### config.mk
export PLATFORM = sky130hd
export DESIGN_NAME = march_fifo_bist
export DESIGN_NICKNAME = d
export VERILOG_FILES = /design/src/rtl/march_pkg.sv /design/src/rtl/march_rom.sv /design/src/rtl/march_cursor.sv /design/src/rtl/march_cmp.sv /design/src/rtl/march_fifo_bist.sv
export SDC_FILE = /design/constraint.sdc
export NUM_CORES = 1
export LEC_CHECK = 0
export BUFFER_PORTS_ARGS = -buffer_cell sky130_fd_sc_hd__buf_4
export CAP_MARGIN = 20
export CORE_AREA = 2 2 74 76
export DETAILED_ROUTE_END_ITERATION = 7
export DIE_AREA = 0 0 76 78
export PLACE_DENSITY = 0.76
export SLEW_MARGIN = 25
export SYNTH_ARGS = -nofsm -noshare
export SYNTH_HDL_FRONTEND = slang
export SYNTH_SLANG_ARGS = --single-unit
### constraint.sdc
create_clock -name clk -period 2 [get_ports clk]
set_input_delay 0.2 -clock clk [delete_from_list [all_inputs] [get_ports clk]]
set_output_delay 0.2 -clock clk [all_outputs]
set_load 0.02 [all_outputs]
### src/rtl/march_pkg.sv
package march_pkg;

  typedef enum logic [2:0] {
    ST_IDLE,
    ST_RUN,
    ST_WAIT,
    ST_CMP,
    ST_DONE
  } bist_state_t;

  // Operation word: bit 2 = write (1) / read (0),
  //                 bit 1 = complement pattern,
  //                 bit 0 = last operation of its element.
  localparam int OP_W      = 3;
  localparam int NUM_OPS   = 15;
  localparam int NUM_ELEMS = 5;

  localparam logic [OP_W-1:0] PROGRAM [NUM_OPS] = '{
    3'b101,                                         // element 0
    3'b000, 3'b110, 3'b010, 3'b100, 3'b000, 3'b111, // element 1
    3'b010, 3'b100, 3'b111,                         // element 2
    3'b010, 3'b100, 3'b110, 3'b101,                 // element 3
    3'b001                                          // element 4
  };

  // True when no later operation of the same kind exists in this element.
  function automatic logic final_of_kind(int idx);
    logic kind;
    logic res;
    logic stop;
    kind = PROGRAM[idx][2];
    res  = 1'b1;
    stop = PROGRAM[idx][0];
    for (int j = 0; j < NUM_OPS; j++) begin
      if (j > idx && !stop) begin
        if (PROGRAM[j][2] == kind) begin
          res  = 1'b0;
          stop = 1'b1;
        end else if (PROGRAM[j][0]) begin
          stop = 1'b1;
        end
      end
    end
    return res;
  endfunction

endpackage

### src/rtl/march_rom.sv
module march_rom
  import march_pkg::*;
#(
  parameter int PCW = 4
) (
  input  logic [PCW-1:0] pc,
  output logic           op_wr,
  output logic           op_cpl,
  output logic           op_eoe,
  output logic           op_fin
);

  logic [NUM_OPS-1:0] fin_tab;
  logic [NUM_OPS-1:0] wr_tab;
  logic [NUM_OPS-1:0] cpl_tab;
  logic [NUM_OPS-1:0] eoe_tab;

  for (genvar g = 0; g < NUM_OPS; g++) begin : g_op
    assign fin_tab[g] = final_of_kind(g);
    assign wr_tab[g]  = PROGRAM[g][2];
    assign cpl_tab[g] = PROGRAM[g][1];
    assign eoe_tab[g] = PROGRAM[g][0];
  end

  always_comb begin
    op_wr  = 1'b0;
    op_cpl = 1'b0;
    op_eoe = 1'b1;
    op_fin = 1'b1;
    for (int i = 0; i < NUM_OPS; i++) begin
      if (pc == PCW'(i)) begin
        op_wr  = wr_tab[i];
        op_cpl = cpl_tab[i];
        op_eoe = eoe_tab[i];
        op_fin = fin_tab[i];
      end
    end
  end

endmodule

### src/rtl/march_cursor.sv
module march_cursor
  import march_pkg::*;
#(
  parameter int DEPTH = 4,
  parameter int SW    = 2,
  parameter int EW    = 3,
  parameter int PCW   = 4
) (
  input  logic           clk,
  input  logic           rst,
  input  logic           clr,
  input  logic           step,
  input  logic           eoe,
  output logic [PCW-1:0] pc,
  output logic [SW-1:0]  slot,
  output logic [EW-1:0]  elem,
  output logic           at_end
);

  localparam logic [SW-1:0]  LAST_SLOT = SW'(DEPTH - 1);
  localparam logic [PCW-1:0] LAST_PC   = PCW'(NUM_OPS - 1);

  logic [PCW-1:0] base;

  always_ff @(posedge clk) begin
    if (rst || clr) begin
      pc   <= '0;
      base <= '0;
      slot <= '0;
      elem <= '0;
    end else if (step) begin
      if (eoe) begin
        if (slot == LAST_SLOT) begin
          slot <= '0;
          pc   <= pc + 1'b1;
          base <= pc + 1'b1;
          elem <= elem + 1'b1;
        end else begin
          slot <= slot + 1'b1;
          pc   <= base;
        end
      end else begin
        pc <= pc + 1'b1;
      end
    end
  end

  assign at_end = eoe && (slot == LAST_SLOT) && (pc == LAST_PC);

endmodule

### src/rtl/march_cmp.sv
module march_cmp #(
  parameter int DW = 8
) (
  input  logic          clk,
  input  logic          rst,
  input  logic          load,
  input  logic [DW-1:0] exp_in,
  input  logic [DW-1:0] rdata,
  output logic          mismatch
);

  logic [DW-1:0] exp_q;

  always_ff @(posedge clk) begin
    if (rst)       exp_q <= '0;
    else if (load) exp_q <= exp_in;
  end

  assign mismatch = (rdata != exp_q);

endmodule

### src/rtl/march_fifo_bist.sv
module march_fifo_bist
  import march_pkg::*;
#(
  parameter  int DW    = 8,
  parameter  int DEPTH = 4,
  localparam int SW    = (DEPTH > 1) ? $clog2(DEPTH) : 1,
  localparam int EW    = $clog2(NUM_ELEMS),
  localparam int PCW   = $clog2(NUM_OPS)
) (
  input  logic          clk,
  input  logic          rst,
  input  logic          start,
  input  logic [DW-1:0] pattern,
  output logic          fifo_put,
  output logic          fifo_poke,
  output logic          fifo_peek,
  output logic          fifo_get,
  output logic [DW-1:0] fifo_wdata,
  input  logic [DW-1:0] fifo_rdata,
  output logic          busy,
  output logic          done,
  output logic          fail,
  output logic [EW-1:0] fail_elem,
  output logic [SW-1:0] fail_slot
);

  bist_state_t    state;
  logic [DW-1:0]  pat_q;
  logic [PCW-1:0] pc;
  logic [SW-1:0]  slot;
  logic [EW-1:0]  elem;
  logic           at_end;
  logic           op_wr, op_cpl, op_eoe, op_fin;
  logic           mismatch;
  logic           clr, step, load_exp;
  logic [DW-1:0]  op_data;

  assign clr      = (state == ST_IDLE || state == ST_DONE) && start;
  assign step     = (state == ST_RUN && op_wr) || (state == ST_CMP && !mismatch);
  assign load_exp = (state == ST_RUN) && !op_wr;
  assign op_data  = op_cpl ? ~pat_q : pat_q;

  march_rom #(.PCW(PCW)) u_rom (
    .pc     (pc),
    .op_wr  (op_wr),
    .op_cpl (op_cpl),
    .op_eoe (op_eoe),
    .op_fin (op_fin)
  );

  march_cursor #(.DEPTH(DEPTH), .SW(SW), .EW(EW), .PCW(PCW)) u_cursor (
    .clk    (clk),
    .rst    (rst),
    .clr    (clr),
    .step   (step),
    .eoe    (op_eoe),
    .pc     (pc),
    .slot   (slot),
    .elem   (elem),
    .at_end (at_end)
  );

  march_cmp #(.DW(DW)) u_cmp (
    .clk      (clk),
    .rst      (rst),
    .load     (load_exp),
    .exp_in   (op_data),
    .rdata    (fifo_rdata),
    .mismatch (mismatch)
  );

  always_ff @(posedge clk) begin
    if (rst) begin
      state      <= ST_IDLE;
      pat_q      <= '0;
      fifo_put   <= 1'b0;
      fifo_poke  <= 1'b0;
      fifo_peek  <= 1'b0;
      fifo_get   <= 1'b0;
      fifo_wdata <= '0;
      busy       <= 1'b0;
      done       <= 1'b0;
      fail       <= 1'b0;
      fail_elem  <= '0;
      fail_slot  <= '0;
    end else begin
      fifo_put  <= 1'b0;
      fifo_poke <= 1'b0;
      fifo_peek <= 1'b0;
      fifo_get  <= 1'b0;
      case (state)
        ST_IDLE, ST_DONE: begin
          if (start) begin
            pat_q     <= pattern;
            busy      <= 1'b1;
            done      <= 1'b0;
            fail      <= 1'b0;
            fail_elem <= '0;
            fail_slot <= '0;
            state     <= ST_RUN;
          end
        end
        ST_RUN: begin
          if (op_wr) begin
            fifo_put   <= op_fin;
            fifo_poke  <= !op_fin;
            fifo_wdata <= op_data;
            if (at_end) begin
              busy  <= 1'b0;
              done  <= 1'b1;
              state <= ST_DONE;
            end
          end else begin
            fifo_peek <= !op_fin;
            fifo_get  <= op_fin;
            state     <= ST_WAIT;
          end
        end
        ST_WAIT: state <= ST_CMP;
        ST_CMP: begin
          if (mismatch) begin
            fail      <= 1'b1;
            fail_elem <= elem;
            fail_slot <= slot;
            busy      <= 1'b0;
            done      <= 1'b1;
            state     <= ST_DONE;
          end else if (at_end) begin
            busy  <= 1'b0;
            done  <= 1'b1;
            state <= ST_DONE;
          end else begin
            state <= ST_RUN;
          end
        end
        default: state <= ST_IDLE;
      endcase
    end
  end

endmodule

==> out/results.txt, run 1 <==
Outcome - completed
Syn Inst Count - 284
Seq cells post-synth - 52
Final Max Slew Viols - 0
Endpoints failing setup - 0
Worst-Margin Slew - 0.4514 ns
Hold WC Path Type - in2reg
RSZ-0062 raised after global routing - true
R2R Setup Slk - 0.04 ns
Unique masters post-synth - 44
DP HPWL - 3830 um
Final hold vios - 0
Total grt overflow - 0
Clk sinks - 52
Async SR Flop Fraction - 0
Register area share after synthesis - 0.4200
R2R Path Start - u_cursor.pc[1]$_SDFFE_PP0N_
Fin Clk Skew - 0.006860 ns
Post-Place Cells - 397
Critical path depth - 9
Core area - 5042 um2
Worst-case vdd ir drop - 0.5964 mV
DRC - 0
WL/cell - 13.18 um
Pwr/cell area - 718.8 nW/um2
DR top layer - met4
Most common cell after layout, fill and taps aside - buf_4
Gr usage total - 0.1878
Metal1 wirelength - 2503 um
Remaining antenna violation count - 0
Root Driver - clkbuf_8
Startpoint Class - register
Fin worst setup slack - 0.03812 ns
Port bufs - 38
Clk Latency, worst-skew pair - 0.31 ns
DR vias/cell - 5.260
Most frequent cells in the layout - buf_4, nor2_1, dfxtp_1
Metal3 WL - 255 um
Yosys warns - 0
Die area - 5928 um2
P_leak - 1.318 nW
Area delta synth->final - 28.12%
Cell family with most CP delay - compound AO/OA/AOI/OAI gates
Iteration-0 DRC Markers - 96
Number of synthesized flops with an enable pin - 0
Post-synth top area cell - dfxtp_1
CTS Buf Count - 5
Final Core Density - 0.6298
Die H - 78 um
Cell Rows - 26
Tot Pwr - 2.283 mW
CP max stage delay - 0.40 ns
Final non-filler cell total - 407
Worst-path cell chain - inv_4 > ha_4 > nand2b_4 > a21oi_4 > o2111ai_4 > a211oi_4 > buf_6 > mux2i_1 > nor2_1
WP data required - 2.19 ns
FMAX - 0.5097 GHz
CP arrival - 2.15 ns
H-tree levels - 2
Top cell type's share of synthesized area - 0.4200
Fin crit period - 1.962 ns
I/O pin cnt - 39
Gpl congestion - 0.8964
Slew HR - 0.6991
Max_cap viols - 0
Post-Route WL - 5365 um
Initial antenna violation count - 0
Crit-path slowest cell - dfxtp_4
Setup crit end - u_cursor.elem[1]$_SDFFE_PP0P_
Avg Cell Area, Syn - 8.728 um2
Synth area leaders - dfxtp_1, mux2i_1, nor2_1, nand2_1, a21oi_1
Worst-case reg-to-reg path depth - 9
Crit end category - register
Inserted Diodes - 0
Setup CP Type - reg2reg
Crit-path max FO - 8
Share of layout cells above drive strength 1 - 0.2700
Reg clk slew, reported paths - 0.09 ns
Vias in the first global route - 1944
Register area - 1049 um2
Vias - 2141
Finished Cell Area - 3176 um2
First drt pass iteration count - 4
Die width - 76 um
Worst setup path start - u_cursor.pc[1]$_SDFFE_PP0N_
Syn_nets - 309
Area of the multi-input gates - 1453 um2
CTS tree - built
First-pass GRT wire length - 8983 um
Met2 wire length - 2530 um
Worst slack, placed - -0.1147 ns
Mapped Area - 2479 um2
Final nets - 361
Initial Utilization - 0.4916
Reg-to-reg critical path endpoint - u_cursor.elem[1]$_SDFFE_PP0P_
CTS Buffer Depth - 2
Largest net degree at the start of global routing - 40
Placed Area - 2978 um2
Main synth FF type - dfxtp_1
Fillers - 434
Tcrit/Tclk final - 0.9809
Buf/Inv on CP - 2
-- worst min path at each step --
stage | cells past startpoint | start | to | slack [ns]
6_report | 3 | pattern[3] | pat_q[3]$_SDFFE_PP0P_ | 0.14
5_1_grt | 3 | pattern[3] | pat_q[3]$_SDFFE_PP0P_ | 0.14
4_1_cts | 3 | pattern[3] | pat_q[3]$_SDFFE_PP0P_ | 0.13
3_5_place_dp | 2 | done$_SDFFE_PP0P_ | done$_SDFFE_PP0P_ | 0.45
3_3_place_gp | 3 | pattern[4] | pat_q[4]$_SDFFE_PP0P_ | 0.45
2_1_floorplan | 2 | pattern[0] | pat_q[0]$_SDFFE_PP0P_ | 0.34
-- metrics by stage --
stage / TNS (ns) / hold WS (ns)
after floorplan: -0.01703 / 0.3360
final: 0 / 0.1388
after CTS: 0 / 0.1344
after global placement: -0.1287 / 0.4473
after detailed placement: -1.174 / 0.4540
after global routing: -0.1913 / 0.1410
-- per-layer routing --
layer  up-vias  track usage
li1       1068            -
met1      1008       0.2560
met2        60       0.2973
met3         5      0.03023
met4         0      0.07818
met5         -            0
-- cell type report --
class,instances,area share
Clock buffer,7,0.02719
Clock inverter,1,0.002364
Inverter,7,0.01064
Multi-Input combinational cell,211,0.4574
Sequential cell,52,0.3302
Tap cell,70,0.02758
Timing Repair Buffer,59,0.1446
-- cells in the mapped netlist (all sizes together), types with 2 or more instances --
cell	instances
ha	6
nand2b	5
a21oi	25
a22oi	2
and2	2
o21ai	3
o22ai	2
o32ai	3
a211oi	4
nor4	2
xnor2	9
dfxtp	52
nor3	5
clkbuf	8
buf	6
mux2i	22
nor2	52
inv	7
and3	3
nand2	35
nand3	4
xor2	9
-- power by group --
group	internal (mW)	switching, mW	total, mW
clock	0.282	0.339	0.621
sequential	1.08	0.0379	1.12
combinational	0.244	0.297	0.541
-- kinds of logic after synthesis --
group,count (synthesis),share of synthesized area
buf+inv,21,0.03483
simple gates,113,0.2181
fa+ha+maj,6,0.03029
flops,52,0.4200
mux,22,0.08884
xor+xnor,18,0.06361
compound gates,52,0.1444
-- flip-flops by register name, summed over array words and instances, names as in the netlist, 2 cells and up --
signal         count
state              3
fifo_wdata         8
u_cmp.exp_q        8
pat_q              8
u_cursor.base      4
fail_slot          2
u_cursor.elem      3
fail_elem          3
u_cursor.pc        4
u_cursor.slot      2
-- tightest hold or removal path, delay by kind of cell --
kind | cells | cell delay [ns]
buf+inv | 1 | 0.11
simple gates | 1 | 0.05
compound gates | 1 | 0.05
-- repair_timing --
| item | in CTS | in global routing |
|---|---|---|
| buffers inserted | 0 | 2 |
| endpoints found under the setup margin | 25 | 30 |
| pin swaps | 1 | 8 |
| hold buffers | 0 | 0 |
| endpoints found under the hold margin | 0 | 0 |
| resized for setup | 5 | 18 |
(Power assumes the default switching activity.)
==> run 2, diff against run 1 <==
--- a/config.mk
+++ b/config.mk
@@ -10,6 +10,7 @@
 export CORE_AREA = 2 2 74 76
 export DETAILED_ROUTE_END_ITERATION = 7
 export DIE_AREA = 0 0 76 78
+export HOLD_SLACK_MARGIN = 0.15
 export PLACE_DENSITY = 0.76
 export SLEW_MARGIN = 25
 export SYNTH_ARGS = -nofsm -noshare
==> run 2 against run 1 <==
Largest cell class unchanged. Via count up 0.51%. Register-to-register slack barely moved. Global-route usage increased by 0.42 points. Clock skew down 0.0023 ns. Power rose by 0.72%. Non-clock buffer count rose by 6.
==> out/results.txt, run 2 (synthesized netlist as in run 1, its figures left out) <==
Endpoints failing setup - 0 (unchanged)
Worst hold endpoint - pat_q[2]$_SDFFE_PP0P_ (was pat_q[3]$_SDFFE_PP0P_)
Die H - 78 um (unchanged)
Pwr/cell area - 710.5 nW/um2 (was 718.8 nW/um2)
CTS Buf Count - 5 (unchanged)
Reg clk slew, reported paths - 0.09 ns (about the same)
Final hold vios - 0 (unchanged)
Gpl congestion - 0.8964 (unchanged)
Vias - 2152 (was 2141)
Top Registers - fifo_wdata: 8 flops, pat_q: 8 flops, u_cmp.exp_q: 8 flops (unchanged)
WL/cell - 13.25 um (was 13.18 um)
First-pass GRT wire length - 9218 um (was 8983 um)
Startpoint Class - register (unchanged)
Vias in the first global route - 2013 (was 1944)
Initial antenna violation count - 0 (unchanged)
Worst Hold Depth - 3 (unchanged)
P_leak - 1.343 nW (was 1.318 nW)
Most frequent cells in the layout - buf_4, nor2_1, dfxtp_1 (unchanged)
First drt pass iteration count - 4 (unchanged)
CTS tree - built (unchanged)
Post-Route WL - 5471 um (was 5365 um)
Die area - 5928 um2 (unchanged)
Worst-path cell chain - inv_4 > ha_4 > nand2b_4 > a21oi_4 > o2111ai_4 > a211oi_4 > buf_6 > mux2i_1 > nor2_1 (unchanged)
Hold path startpoint - pattern[2] (was pattern[3])
Fin crit period - 1.959 ns (was 1.962 ns)
Largest net degree at the start of global routing - 40 (unchanged)
Post-Place Cells - 397 (unchanged)
Clk Latency, worst-skew pair - 0.31 ns (about the same)
CP arrival - 2.15 ns (about the same)
Inserted Diodes - 0 (unchanged)
Final non-filler cell total - 413 (was 407)
Area delta synth->final - 30.54% (was 28.12%)
Final nets - 367 (was 361)
Reg-to-reg critical path endpoint - u_cursor.elem[1]$_SDFFE_PP0P_ (unchanged)
Setup CP Type - reg2reg (unchanged)
WP data required - 2.19 ns (about the same)
Cell Rows - 26 (unchanged)
CTS Buffer Depth - 2 (unchanged)
Port bufs - 38 (unchanged)
Fin Clk Skew - 0.004558 ns (was 0.006860 ns)
Worst-case vdd ir drop - 0.6036 mV (was 0.5964 mV)
Final Hold Slack - 0.1555 ns (was 0.1388 ns)
Root Driver - clkbuf_8 (unchanged)
Most common cell after layout, fill and taps aside - buf_4 (unchanged)
DRC - 0 (unchanged)
Initial Utilization - 0.4916 (unchanged)
Crit-path max FO - 8 (unchanged)
Hold WC Path Type - in2reg (unchanged)
Die width - 76 um (unchanged)
RSZ-0062 raised after global routing - true (unchanged)
Max_cap viols - 0 (unchanged)
DR vias/cell - 5.211 (was 5.260)
Worst slack, placed - -0.1147 ns (unchanged)
R2R Setup Slk - 0.04 ns (about the same)
I/O pin cnt - 39 (unchanged)
Fin worst setup slack - 0.04085 ns (was 0.03812 ns)
FMAX - 0.5104 GHz (was 0.5097 GHz)
R2R Path Start - u_cursor.pc[1]$_SDFFE_PP0N_ (unchanged)
CP max stage delay - 0.40 ns (about the same)
Core area - 5042 um2 (unchanged)
Remaining antenna violation count - 0 (unchanged)
Worst setup path start - u_cursor.pc[1]$_SDFFE_PP0N_ (unchanged)
Final Max Slew Viols - 0 (unchanged)
Clk sinks - 52 (unchanged)
Gr usage total - 0.1920 (was 0.1878)
Worst-Margin Slew - 0.4409 ns (was 0.4514 ns)
DP HPWL - 3830 um (unchanged)
Crit end category - register (unchanged)
Share of layout cells above drive strength 1 - 0.2653 (was 0.2700)
Final Core Density - 0.6417 (was 0.6298)
Crit-path slowest cell - dfxtp_4 (unchanged)
H-tree levels - 2 (unchanged)
Tcrit/Tclk final - 0.9796 (was 0.9809)
Worst-case reg-to-reg path depth - 9 (unchanged)
Slew HR - 0.7061 (was 0.6991)
Outcome - completed (unchanged)
Total grt overflow - 0 (unchanged)
Iteration-0 DRC Markers - 104 (was 96)
-- run 2: metal layers --
| layer | vias to the layer above | share of wire | wire length [um] | track usage |
|---|---|---|---|---|
| met5 | - | 0 | 0 | 0 |
| met4 | 0 | 0.014 | 74 | 0.07818 |
| met3 | 5 | 0.045 | 247 | 0.03023 |
| met2 | 55 | 0.48 | 2635 | 0.3116 |
| met1 | 1010 | 0.46 | 2512 | 0.2567 |
| li1 | 1082 | - | - | - |
-- run 2: power breakdown --
part           total, mW  internal [mW]  switching, mW
clock network      0.625          0.282          0.343
logic              0.553          0.252          0.301
registers           1.12           1.08         0.0378
-- run 2: final cells by class --
class / count / area (um2)
multi-input combinational: 211 / 1453
clock buffer: 7 / 86.33
timing repair buffer: 65 / 519.2
inverter: 7 / 33.78
tap: 70 / 87.58
fill: 424 / 1807
sequential: 52 / 1049
clock inverter: 1 / 7.507
-- run 2: what timing repair did --
| action | 4_1_cts | 5_1_grt |
|---|---|---|
| gates cloned | 0 | 0 |
| pin swaps | 1 | 8 |
| hold buffers | 6 | 0 |
| endpoints found under the hold margin | 6 | 0 |
| setup endpoints to repair | 25 | 30 |
| gates resized for setup | 5 | 18 |
| buffers inserted | 0 | 2 |
-- run 2: per-stage QoR --
stage                      TNS, ns  area, um2  power [mW]
after global routing       -0.1903       3236       2.403
final                            0       3236       2.299
after global placement     -0.1287       2978       1.650
after floorplan           -0.01703       2510       1.489
after CTS                        0       3146       2.292
after detailed placement    -1.174       2978       1.662
-- run 2: worst max path at each step --
stage | endpoint | slack, ns
4_1_cts | fifo_wdata[7]$_SDFFE_PP0P_ | 0.006
2_1_floorplan | u_cursor.elem[2]$_SDFFE_PP0P_ | -0.02
3_5_place_dp | fifo_wdata[7]$_SDFFE_PP0P_ | -0.11
6_report | u_cursor.elem[1]$_SDFFE_PP0P_ | 0.04
3_3_place_gp | u_cursor.elem[1]$_SDFFE_PP0P_ | -0.04
5_1_grt | u_cursor.base[1]$_SDFFE_PP0P_ | -0.06
-- run 2: critical path, delay by kind of cell (launching register included) --
kind / cells / cell delay [ns]
adders and majority gates: 1 / 0.16
buffers and inverters: 2 / 0.22
muxes: 1 / 0.18
AOI/OAI and AO/OA: 3 / 0.65
DFF: 1 / 0.40
and+or+nand+nor: 2 / 0.21
